## config.mk

```make
export PLATFORM = sky130hd
export DESIGN_NAME = flagport
export DESIGN_NICKNAME = d
export VERILOG_FILES = /design/src/rtl/flagport_pkg.sv /design/src/rtl/flagport_sync.sv /design/src/rtl/flagport_regs.sv /design/src/rtl/flagport_irq_cell.sv /design/src/rtl/flagport.sv
export SDC_FILE = /design/constraint.sdc
export NUM_CORES = 1
export LEC_CHECK = 0
export ABC_CLOCK_PERIOD_IN_PS = 3750
export BUFFER_PORTS_ARGS = -buffer_cell sky130_fd_sc_hd__buf_4
export CORE_MARGIN = 4
export CORE_UTILIZATION = 35
export DETAILED_ROUTE_END_ITERATION = 10
export PLACE_DENSITY = 0.59
export SETUP_SLACK_MARGIN = 0.05
export SKIP_CTS_REPAIR_TIMING = 1
export SLEW_MARGIN = 20
export SYNTH_ARGS = -nofsm -noshare
export SYNTH_HDL_FRONTEND = slang
export SYNTH_SLANG_ARGS = --single-unit
export TNS_END_PERCENT = 1
```

## constraint.sdc

```tcl
create_clock -name clk -period 3.75 [get_ports clk]
set_input_delay 0.1875 -clock clk [delete_from_list [all_inputs] [get_ports clk]]
set_output_delay 0.1875 -clock clk [all_outputs]
set_load 0.01 [all_outputs]
```

## src/rtl/flagport_pkg.sv

```systemverilog
// Shared constants for the flag port: register addresses and per-pin sensing kinds.
// Assumes an eight-entry pin numbering where pins 4..7 carry interrupt roles.
package flagport_pkg;

    localparam int unsigned ADDR_W = 3;

    localparam logic [ADDR_W-1:0] A_DATA = 3'd0;
    localparam logic [ADDR_W-1:0] A_DIR  = 3'd1;
    localparam logic [ADDR_W-1:0] A_MASK = 3'd2;
    localparam logic [ADDR_W-1:0] A_PEND = 3'd3;
    localparam logic [ADDR_W-1:0] A_CFG  = 3'd4;

    typedef enum logic [1:0] {
        SENSE_NONE,
        SENSE_LEVEL,
        SENSE_EDGE,
        SENSE_SELECT
    } sense_e;

    // Interrupt role of each pin index
    function automatic sense_e pin_sense(input int unsigned idx);
        case (idx)
            7:       return SENSE_SELECT;
            6, 5:    return SENSE_LEVEL;
            4:       return SENSE_EDGE;
            default: return SENSE_NONE;
        endcase
    endfunction

endpackage

```

## src/rtl/flagport_sync.sv

```systemverilog
// Two-flop synchroniser for a vector of asynchronous pin inputs.
// Assumes each bit is independent; resets to all zeros.
module flagport_sync #(
    parameter int unsigned W = 8
) (
    input  logic         clk,
    input  logic         rst_n,
    input  logic [W-1:0] d_i,
    output logic [W-1:0] q_o
);

    logic [W-1:0] stage1_q;
    logic [W-1:0] stage2_q;

    // Shift the raw pins through two flops
    always_ff @(posedge clk) begin
        if (!rst_n) begin
            stage1_q <= '0;
            stage2_q <= '0;
        end else begin
            stage1_q <= d_i;
            stage2_q <= stage1_q;
        end
    end

    assign q_o = stage2_q;

endmodule

```

## src/rtl/flagport_regs.sv

```systemverilog
// Register file of the flag port: data, direction, mask and sense configuration,
// clear strobes for pending bits and the combinational read mux.
// Assumes single-cycle write strobes and a combinational read path.
module flagport_regs
    import flagport_pkg::*;
#(
    parameter int unsigned W = 8
) (
    input  logic              clk,
    input  logic              rst_n,
    input  logic              we_i,
    input  logic [ADDR_W-1:0] addr_i,
    input  logic [W-1:0]      wdata_i,
    input  logic [W-1:0]      pin_sync_i,
    input  logic [W-1:0]      pending_i,
    output logic [W-1:0]      data_o,
    output logic [W-1:0]      dir_o,
    output logic [W-1:0]      mask_o,
    output logic              cfg_edge_o,
    output logic [W-1:0]      clr_o,
    output logic [W-1:0]      rdata_o
);

    logic [W-1:0] data_q;
    logic [W-1:0] dir_q;
    logic [W-1:0] mask_q;
    logic         cfg_q;

    // Update the writable registers on a strobe
    always_ff @(posedge clk) begin
        if (!rst_n) begin
            data_q <= '0;
            dir_q  <= '0;
            mask_q <= '0;
            cfg_q  <= 1'b0;
        end else if (we_i) begin
            if (addr_i == A_DATA) data_q <= wdata_i;
            if (addr_i == A_DIR)  dir_q  <= wdata_i;
            if (addr_i == A_MASK) mask_q <= wdata_i;
            if (addr_i == A_CFG)  cfg_q  <= wdata_i[0];
        end
    end

    // Per-pin clear strobes from a write to the pending address
    assign clr_o = (we_i && addr_i == A_PEND) ? wdata_i : '0;

    // Select the read value by address
    always_comb begin
        case (addr_i)
            A_DATA:  rdata_o = (dir_q & data_q) | (~dir_q & pin_sync_i);
            A_DIR:   rdata_o = dir_q;
            A_MASK:  rdata_o = mask_q;
            A_PEND:  rdata_o = pending_i;
            A_CFG:   rdata_o = {{(W-1){1'b0}}, cfg_q};
            default: rdata_o = '0;
        endcase
    end

    assign data_o     = data_q;
    assign dir_o      = dir_q;
    assign mask_o     = mask_q;
    assign cfg_edge_o = cfg_q;

    AST_DIR_WRITE: assert property (@(posedge clk) disable iff (!rst_n)
        $past(rst_n) && $past(we_i) && $past(addr_i) == A_DIR |-> dir_o == $past(wdata_i));

    AST_DATA_WRITE: assert property (@(posedge clk) disable iff (!rst_n)
        $past(rst_n) && $past(we_i) && $past(addr_i) == A_DATA |-> data_o == $past(wdata_i));

endmodule

```

## src/rtl/flagport_irq_cell.sv

```systemverilog
// Interrupt detection for one pin. The sensing kind is fixed by parameter:
// none, active-low level, falling-edge with pending bit, or selectable.
// Assumes the effective pin value is already synchronous to clk.
module flagport_irq_cell
    import flagport_pkg::*;
#(
    parameter sense_e SENSE = SENSE_NONE
) (
    input  logic clk,
    input  logic rst_n,
    input  logic eff_i,
    input  logic mask_i,
    input  logic edge_sel_i,
    input  logic clr_i,
    output logic pending_o,
    output logic irq_o
);

    if (SENSE == SENSE_NONE) begin : g_none
        assign pending_o = 1'b0;
        assign irq_o     = 1'b0;
    end else begin : g_active
        logic prev_q;
        logic pend_q;
        logic irq_q;
        logic use_edge;
        logic fall;
        logic cond;

        assign use_edge = (SENSE == SENSE_EDGE) || (SENSE == SENSE_SELECT && edge_sel_i);
        assign fall     = prev_q && !eff_i;
        assign cond     = use_edge ? pend_q : !eff_i;

        // Remember the last effective value for edge detection
        always_ff @(posedge clk) begin
            if (!rst_n) prev_q <= 1'b0;
            else        prev_q <= eff_i;
        end

        // Latch falling edges; a new edge wins over a clear
        always_ff @(posedge clk) begin
            if (!rst_n)                pend_q <= 1'b0;
            else if (use_edge && fall) pend_q <= 1'b1;
            else if (clr_i)            pend_q <= 1'b0;
        end

        // Register the masked request
        always_ff @(posedge clk) begin
            if (!rst_n) irq_q <= 1'b0;
            else        irq_q <= cond && mask_i;
        end

        assign pending_o = pend_q;
        assign irq_o     = irq_q;

        AST_PEND_HOLD: assert property (@(posedge clk) disable iff (!rst_n)
            pend_q && !clr_i |=> pend_q);

        AST_MASK_GATES: assert property (@(posedge clk) disable iff (!rst_n)
            $past(rst_n) && !$past(mask_i) |-> !irq_q);

        AST_CLEAR_WORKS: assert property (@(posedge clk) disable iff (!rst_n)
            clr_i && !(use_edge && fall) |=> !pend_q);
    end

endmodule

```

## src/rtl/flagport.sv

```systemverilog
// Top of the programmable flag port. Captures mode straps from the low pins
// while reset is held, synchronises pin inputs, forms the effective pin value
// (driven value for outputs, synchronised input otherwise) and feeds it to
// per-pin interrupt cells. Assumes pin_i is asynchronous and rst_n synchronous.
module flagport
    import flagport_pkg::*;
#(
    parameter int unsigned NPINS    = 8,
    parameter int unsigned MODE_W   = 4,
    parameter int unsigned HOST_BIT = 2
) (
    input  logic              clk,
    input  logic              rst_n,
    input  logic              reg_we_i,
    input  logic [ADDR_W-1:0] reg_addr_i,
    input  logic [NPINS-1:0]  reg_wdata_i,
    output logic [NPINS-1:0]  reg_rdata_o,
    input  logic [NPINS-1:0]  pin_i,
    output logic [NPINS-1:0]  pin_o,
    output logic [NPINS-1:0]  pin_oe_o,
    output logic [NPINS-1:0]  irq_o,
    output logic [MODE_W-1:0] mode_o,
    output logic              host_mode_o
);

    logic [NPINS-1:0]  pin_sync;
    logic [NPINS-1:0]  data_q;
    logic [NPINS-1:0]  dir_q;
    logic [NPINS-1:0]  mask_q;
    logic [NPINS-1:0]  clr;
    logic [NPINS-1:0]  pending;
    logic [NPINS-1:0]  eff;
    logic              cfg_edge;
    logic [MODE_W-1:0] mode_q;

    // Sample the strap pins on every reset edge; the last one before release is kept
    always_ff @(posedge clk) begin
        if (!rst_n) mode_q <= pin_i[MODE_W-1:0];
    end

    assign mode_o      = mode_q;
    assign host_mode_o = mode_q[HOST_BIT];

    flagport_sync #(.W(NPINS)) u_sync (
        .clk   (clk),
        .rst_n (rst_n),
        .d_i   (pin_i),
        .q_o   (pin_sync)
    );

    flagport_regs #(.W(NPINS)) u_regs (
        .clk        (clk),
        .rst_n      (rst_n),
        .we_i       (reg_we_i),
        .addr_i     (reg_addr_i),
        .wdata_i    (reg_wdata_i),
        .pin_sync_i (pin_sync),
        .pending_i  (pending),
        .data_o     (data_q),
        .dir_o      (dir_q),
        .mask_o     (mask_q),
        .cfg_edge_o (cfg_edge),
        .clr_o      (clr),
        .rdata_o    (reg_rdata_o)
    );

    assign eff      = (dir_q & data_q) | (~dir_q & pin_sync);
    assign pin_o    = data_q;
    assign pin_oe_o = dir_q;

    for (genvar i = 0; i < NPINS; i++) begin : g_pin
        flagport_irq_cell #(.SENSE(pin_sense(i))) u_cell (
            .clk        (clk),
            .rst_n      (rst_n),
            .eff_i      (eff[i]),
            .mask_i     (mask_q[i]),
            .edge_sel_i (cfg_edge),
            .clr_i      (clr[i]),
            .pending_o  (pending[i]),
            .irq_o      (irq_o[i])
        );
    end

    AST_RESET_QUIET: assert property (@(posedge clk) disable iff (!rst_n)
        !$past(rst_n) |-> pin_oe_o == '0 && irq_o == '0);

    AST_MODE_STABLE: assert property (@(posedge clk) disable iff (!rst_n)
        $past(rst_n) |-> $stable(mode_o));

    AST_HOST_SELECT: assert property (@(posedge clk) disable iff (!rst_n)
        host_mode_o == mode_o[HOST_BIT]);

endmodule

```

After elaboration in Yosys (flattened, before gate mapping). Cells that the tools add are included.

Flip-flop bits (word level): 53. Input bits: 22. Output and inout bits: 37. Word-level logic and storage cells: 49.

Equal/unequal tests: 4. Multiplexer cells: 7. Bitwise gates (word level): 4. Reduce and logical (&&, ||, !) cells: 19.

Operators by type and width (number): 8-bit case mux with 5 select lines (1); 8-bit AND (2); 1-bit logical AND (8); 8-bit 2-to-1 mux (1); 8-bit inverter (1); 8-bit OR (1); 2-bit AND reduction (4); 3-bit by 2-bit == test with 1-bit output (second input constant) (2); 1-bit 2-to-1 mux (5); 1-bit logical NOT (4); 2-bit nonzero test (2); 3-bit by 1-bit == test with 1-bit output (second input constant) (1); 3-bit == test (second input constant) (1); 3-bit logical NOT (1).

Depth between registers and ports, before layout.
Depth after elaboration: 7. Mapped depth: 5. Depth with buffers taken out: 3.

Hierarchy. A second synthesis with hierarchy kept.

Cells, all modules: 250. Area total of the unflattened synthesis: 2492.4 µm².

Modules (own cells, without submodules): flagport_regs (instances 1, cells each 164, area an instance 1432.6 µm², seq. area each 500.5 µm²); flagport_sync (instances 1, cells each 33, area an instance 446.7 µm², seq. area each 320.3 µm²); flagport (instances 1, cells each 14, area an instance 251.5 µm², seq. area each 120.1 µm²); flagport_irq_cell (g_pin[7].u_cell) (instances 1, cells each 11, area an instance 110.1 µm², seq. area each 60.1 µm²); flagport_irq_cell (g_pin[4].u_cell) (instances 1, cells each 8, area an instance 96.3 µm², seq. area each 60.1 µm²); flagport_irq_cell (g_pin[5].u_cell ...) (instances 2, cells each 4, area an instance 40.0 µm², seq. area each 20.0 µm²); flagport_irq_cell (g_pin[0].u_cell ...) (instances 4, cells each 3, area an instance 18.8 µm², seq. area each 0.0 µm²).

Worst setup path after synthesis. No wires, ideal clock.

Path type: reg-to-output. From: register u_regs.dir_q[7], in the netlist u_regs.dir_o[7]. To: output reg_rdata_o[7]. Arrival time: 1374 ps. Required time: 3562 ps. Path slack: 2189 ps. Stages on the path, launching flop included: 4. Buffers on the path: 0. Cell sequence: dfxtp_1 -> mux2_4 -> mux4_2 -> and2_1.

Word-level cells in the longest chain between the ends: 4. Elaborated cells on any way between the ends: 5. Classes of those cells: mux (1); bitwise (4).

Ends and longest elaborated chain: start, declared (line flagport_regs.sv:25) `logic [W-1:0] dir_q;`; start signal, assigned (line flagport_regs.sv:38) `if (addr_i == A_DIR) dir_q <= wdata_i;`; 8-bit inverter (line flagport_regs.sv:50) `A_DATA: rdata_o = (dir_q & data_q) | (~dir_q & pin_sync_i);`; 8-bit AND (line flagport_regs.sv:50); 8-bit OR (line flagport_regs.sv:50); 8-bit case mux with 5 select lines * (line flagport_regs.sv:49) `case (addr_i)`; end, declared (line flagport.sv:17) `output logic [NPINS-1:0] reg_rdata_o,`.

Every way passes the cells marked *; elsewhere a longest branch is shown, timed or not.

Worst setup path after layout. Ends and elaborated chain as after synthesis.

==> metrics.md <==
| Metric | Value |
|---|---|
| Clk pwr share | around 31% |
| Worst-path fanout max | 5 |
| Initial antenna violation count | 0 |
| Period utilization | a little over half |
| Min-delay src | pin_i[2] |
| Post-synthesis sequential area ratio | between 50% and 60% |
| Final setup violation count | 0 |
| Worst Hold Path EP | mode_o[2]$_DFFE_PN_ |
| Nature of the critical path startpoint | flop |
| Ys async rst share | 0% |
| CTS tree | done |
| WL/cell | about 14 um |
| Power per cell area | ~380 mW/mm2 |
| Worst Max-Slew Pin Slew | 852 ps |
| Vias per cell | about 4.7 |
| Mean Syn Cell Area | approximately 10 um2 |
| Final Critical Period | around 2000 ps |
| Residual DRC count | 0 |
| Drt pass-1 iters | 4 |
| Num ports | roughly 60 |
| Hpwl dp | around 3400 um |
| Post-synthesis cell count | approximately 210 |
| Placed instance count | 326 |
| Gr ovfl total | 0 |
| Gpl congestion | ~0.77 |
| Final Hold Fails | 0 |
| Max-Slew Margin vs Limit | between 40% and 50% |
| Post-route ant nets | 0 |
| Fmax | between 500 and 600 MHz |
| Reg2Reg Depth | 3 |
| Max-cap viol count | 0 |
| Post-Layout Cell Count | about 330 |
| CTS Sinks | 53 |
| Global-route wire length before repair | ~7700 um |
| Crit Reg-Reg Endpoint | g_pin[7].u_cell.irq_o$_SDFF_PN0_ |
| #FFs+latches synth | between 50 and 60 |
| Critical Path RT | around 3600 ps |
| Peak supply drop | 0.000208 V |
| TNS Setup | 0 ps |
| Port buffer count | between 50 and 60 |
| Pin count of the biggest net entering global routing | 31 |
| Outcome | completed |
| Via count | 1579 |
| Synth-to-layout area growth | 23.3% |
| Nets | 280 |
| All-Layer GR Usage | 13.5% |
| Core ar. | 0.00592 mm2 |
| Clock buffer depth | 2 |
| Vias in the first global route | 1493 |
| Synth unique cells | 36 |
| Initial Util | 35.9% |
| Post-synth EDFFs | 4 |
| Cell Area, Synth | ~0.0021 mm2 |
| Slew Viols, Final | 0 |
| Primary FF master, synth | dfxtp_1 |
| DRT iter0 DRCs | between 80 and 90 |
| Antenna diodes | 0 |
| CP endpoint kind | output pin |
| Critical path class | reg -> out |
| NetSw | 0.000237 W |
| Power share of the sequential group | just under 60% |
| CTS Buf Count | 5 |
| Yosys warns | 0 |
| Power Internal | between 0.0007 and 0.0008 W |
| Chip width | 86.0 um |
| Reg clk slew, reported paths | roughly 90 ps |
| Clk Latency, worst-skew pair | roughly 300 ps |
| Combinational power share | 9.7% |
| Total wire length | about 4800 um |
| # H-tree levels | 2 |
| Hold Crit Depth | 1 |
| Clk root buf | clkbuf_8 |
| Leakage power | approximately 1.1 nW |
| Std-Cell Rows | 28 |
| Reg2reg start | u_regs.dir_o[7]$_SDFFE_PN0P_ |
| Final clock skew | roughly 5.5 ps |
| R2r setup slk | roughly 2600 ps |
| Worst hold path class | in -> reg |
| RSZ-0062 raised after global routing | no |
| DIE AREA | between 0.007 and 0.008 mm2 |
| Layout cells sized above 1 | 27.8% |
| Switching Share | around a quarter |
| Arr. time, crit path | between 1500 and 2000 ps |
| Die height | ~86 um |
==> critical path, cell delays in order (launching register included) <==
cell	delay [ps]
dfxtp_1	440
mux2_4	330
mux4_2	440
and2_1	160
buf_4	140
==> metrics by stage <==
| stage | setup slack, ps | utilization [%] | total power, W | hold slack (ps) | instance area, um2 |
|---|---|---|---|---|---|
| 6_report | 1770 | 44.3 | 0.00100 | 66.8 | 2620 |
| 5_1_grt | 1680 | 44.3 | 0.00105 | 38.7 | 2620 |
| 4_1_cts | 1750 | 44.3 | 0.00102 | 55.3 | 2620 |
| 3_5_place_dp | 2010 | 42.9 | 0.000710 | 377 | 2540 |
| 3_3_place_gp | 2020 | 42.9 | 0.000709 | 374 | 2540 |
| 2_1_floorplan | 2190 | - | 0.000665 | 286 | 2140 |
==> kinds of logic (layout without fill, tap and decap cells) <==
group,after synthesis,in the layout,synth area share (%)
flip-flops,53,53,51.7
multiplexers,24,24,12.2
buffers and inverters,24,67,6.41
AND/OR/NAND/NOR,81,81,20.6
other,1,4,0.176
AO/OA/AOI/OAI,30,30,8.94
==> Yosys cell counts, drive strengths merged (2+ instances only) <==
library cell | count | area share, %
mux2i | 21 | 9.9
and2 | 17 | 5.0
clkbuf | 4 | 0.71
dfxtp | 49 | 46
o211ai | 2 | 0.71
nand2 | 19 | 3.4
and3 | 7 | 2.1
a31o | 2 | 0.82
nand4 | 2 | 0.59
buf | 17 | 5.2
nor2b | 2 | 0.59
mux2 | 2 | 1.2
a22o | 4 | 1.6
edfxtp | 4 | 5.6
o21ai | 9 | 2.1
nor4bb | 2 | 0.94
nand2b | 4 | 1.2
a21oi | 9 | 2.1
nand3b | 2 | 0.71
nor2 | 21 | 3.7
inv | 2 | 0.35
==> power groups by stage <==
| stage | combinational, W | clock (W) | sequential [W] |
|---|---|---|---|
| floorplan | 0.0000534 | 0 | 0.000612 |
| global placement | 0.0000987 | 0 | 0.000611 |
| detailed placement | 0.0000994 | 0 | 0.000611 |
| CTS | 0.0000993 | 0.000319 | 0.000598 |
| global route | 0.000108 | 0.000344 | 0.000600 |
| finish | 0.0000976 | 0.000307 | 0.000598 |
==> routing by layer <==
| metal | global-route usage, % | vias up | part of all wire [%] |
|---|---|---|---|
| li1 | - | 802 | - |
| met1 | 17.1 | 729 | 45 |
| met2 | 21.5 | 46 | 48 |
| met3 | 3.65 | 2 | 6.6 |
| met4 | 5.61 | 0 | 0.80 |
| met5 | 0 | - | 0 |
==> worst max-delay path by stage <==
stage,from,end,slack (ps),cells past startpoint
floorplan,u_regs.dir_o[7]$_SDFFE_PN0P_,reg_rdata_o[7],2190,3
global placement,rst_n,mode_o[0]$_DFFE_PN_,2020,2
detailed placement,rst_n,mode_o[0]$_DFFE_PN_,2010,2
CTS,u_regs.dir_o[7]$_SDFFE_PN0P_,reg_rdata_o[7],1750,4
global route,u_regs.dir_o[7]$_SDFFE_PN0P_,reg_rdata_o[7],1680,4
finish,u_regs.dir_o[7]$_SDFFE_PN0P_,reg_rdata_o[7],1770,4
==> sequential cells by signal, summed over array words and instances, names as in the netlist <==
name / cells
u_regs.data_o: 8
u_regs.dir_o: 8
u_regs.mask_o: 8
u_sync.q_o: 8
u_sync.stage1_q: 8
g_pin.u_cell.irq_o: 4
mode_o: 4
g_pin.u_cell.g_active.prev_q: 2
g_pin.u_cell.pending_o: 2
u_regs.cfg_edge_o: 1
==> layout by cell type, fill, tap and decap left out, drive strengths merged <==
cell type,n
nand4,2
o2111ai,1
a22o,4
nor4b,1
nor3b,1
and3,7
conb,4
or4b,1
buf,56
a32o,1
o211ai,2
a31o,2
nor2b,2
nand2,19
a211oi,1
a21oi,9
mux4,1
mux2,2
mux2i,21
dfxtp,49
inv,2
nor4bb,2
o21ai,9
clkinv,3
nand2b,4
or2,1
nand3,1
clkbuf,6
edfxtp,4
nand3b,2
a31oi,1
nor2,21
and2,17
==> layout make-up <==
type / count / area, um2
fillers: 578 / 3300
flip-flops and latches: 53 / 1100
repair buffers: 56 / 420
well taps: 75 / 93.8
multi-input cells: 139 / 915
clock inverters: 2 / 10.0
clock buffers: 6 / 72.6
inverters: 3 / 11.3
Note: power is estimated with default switching activity, not from simulation.
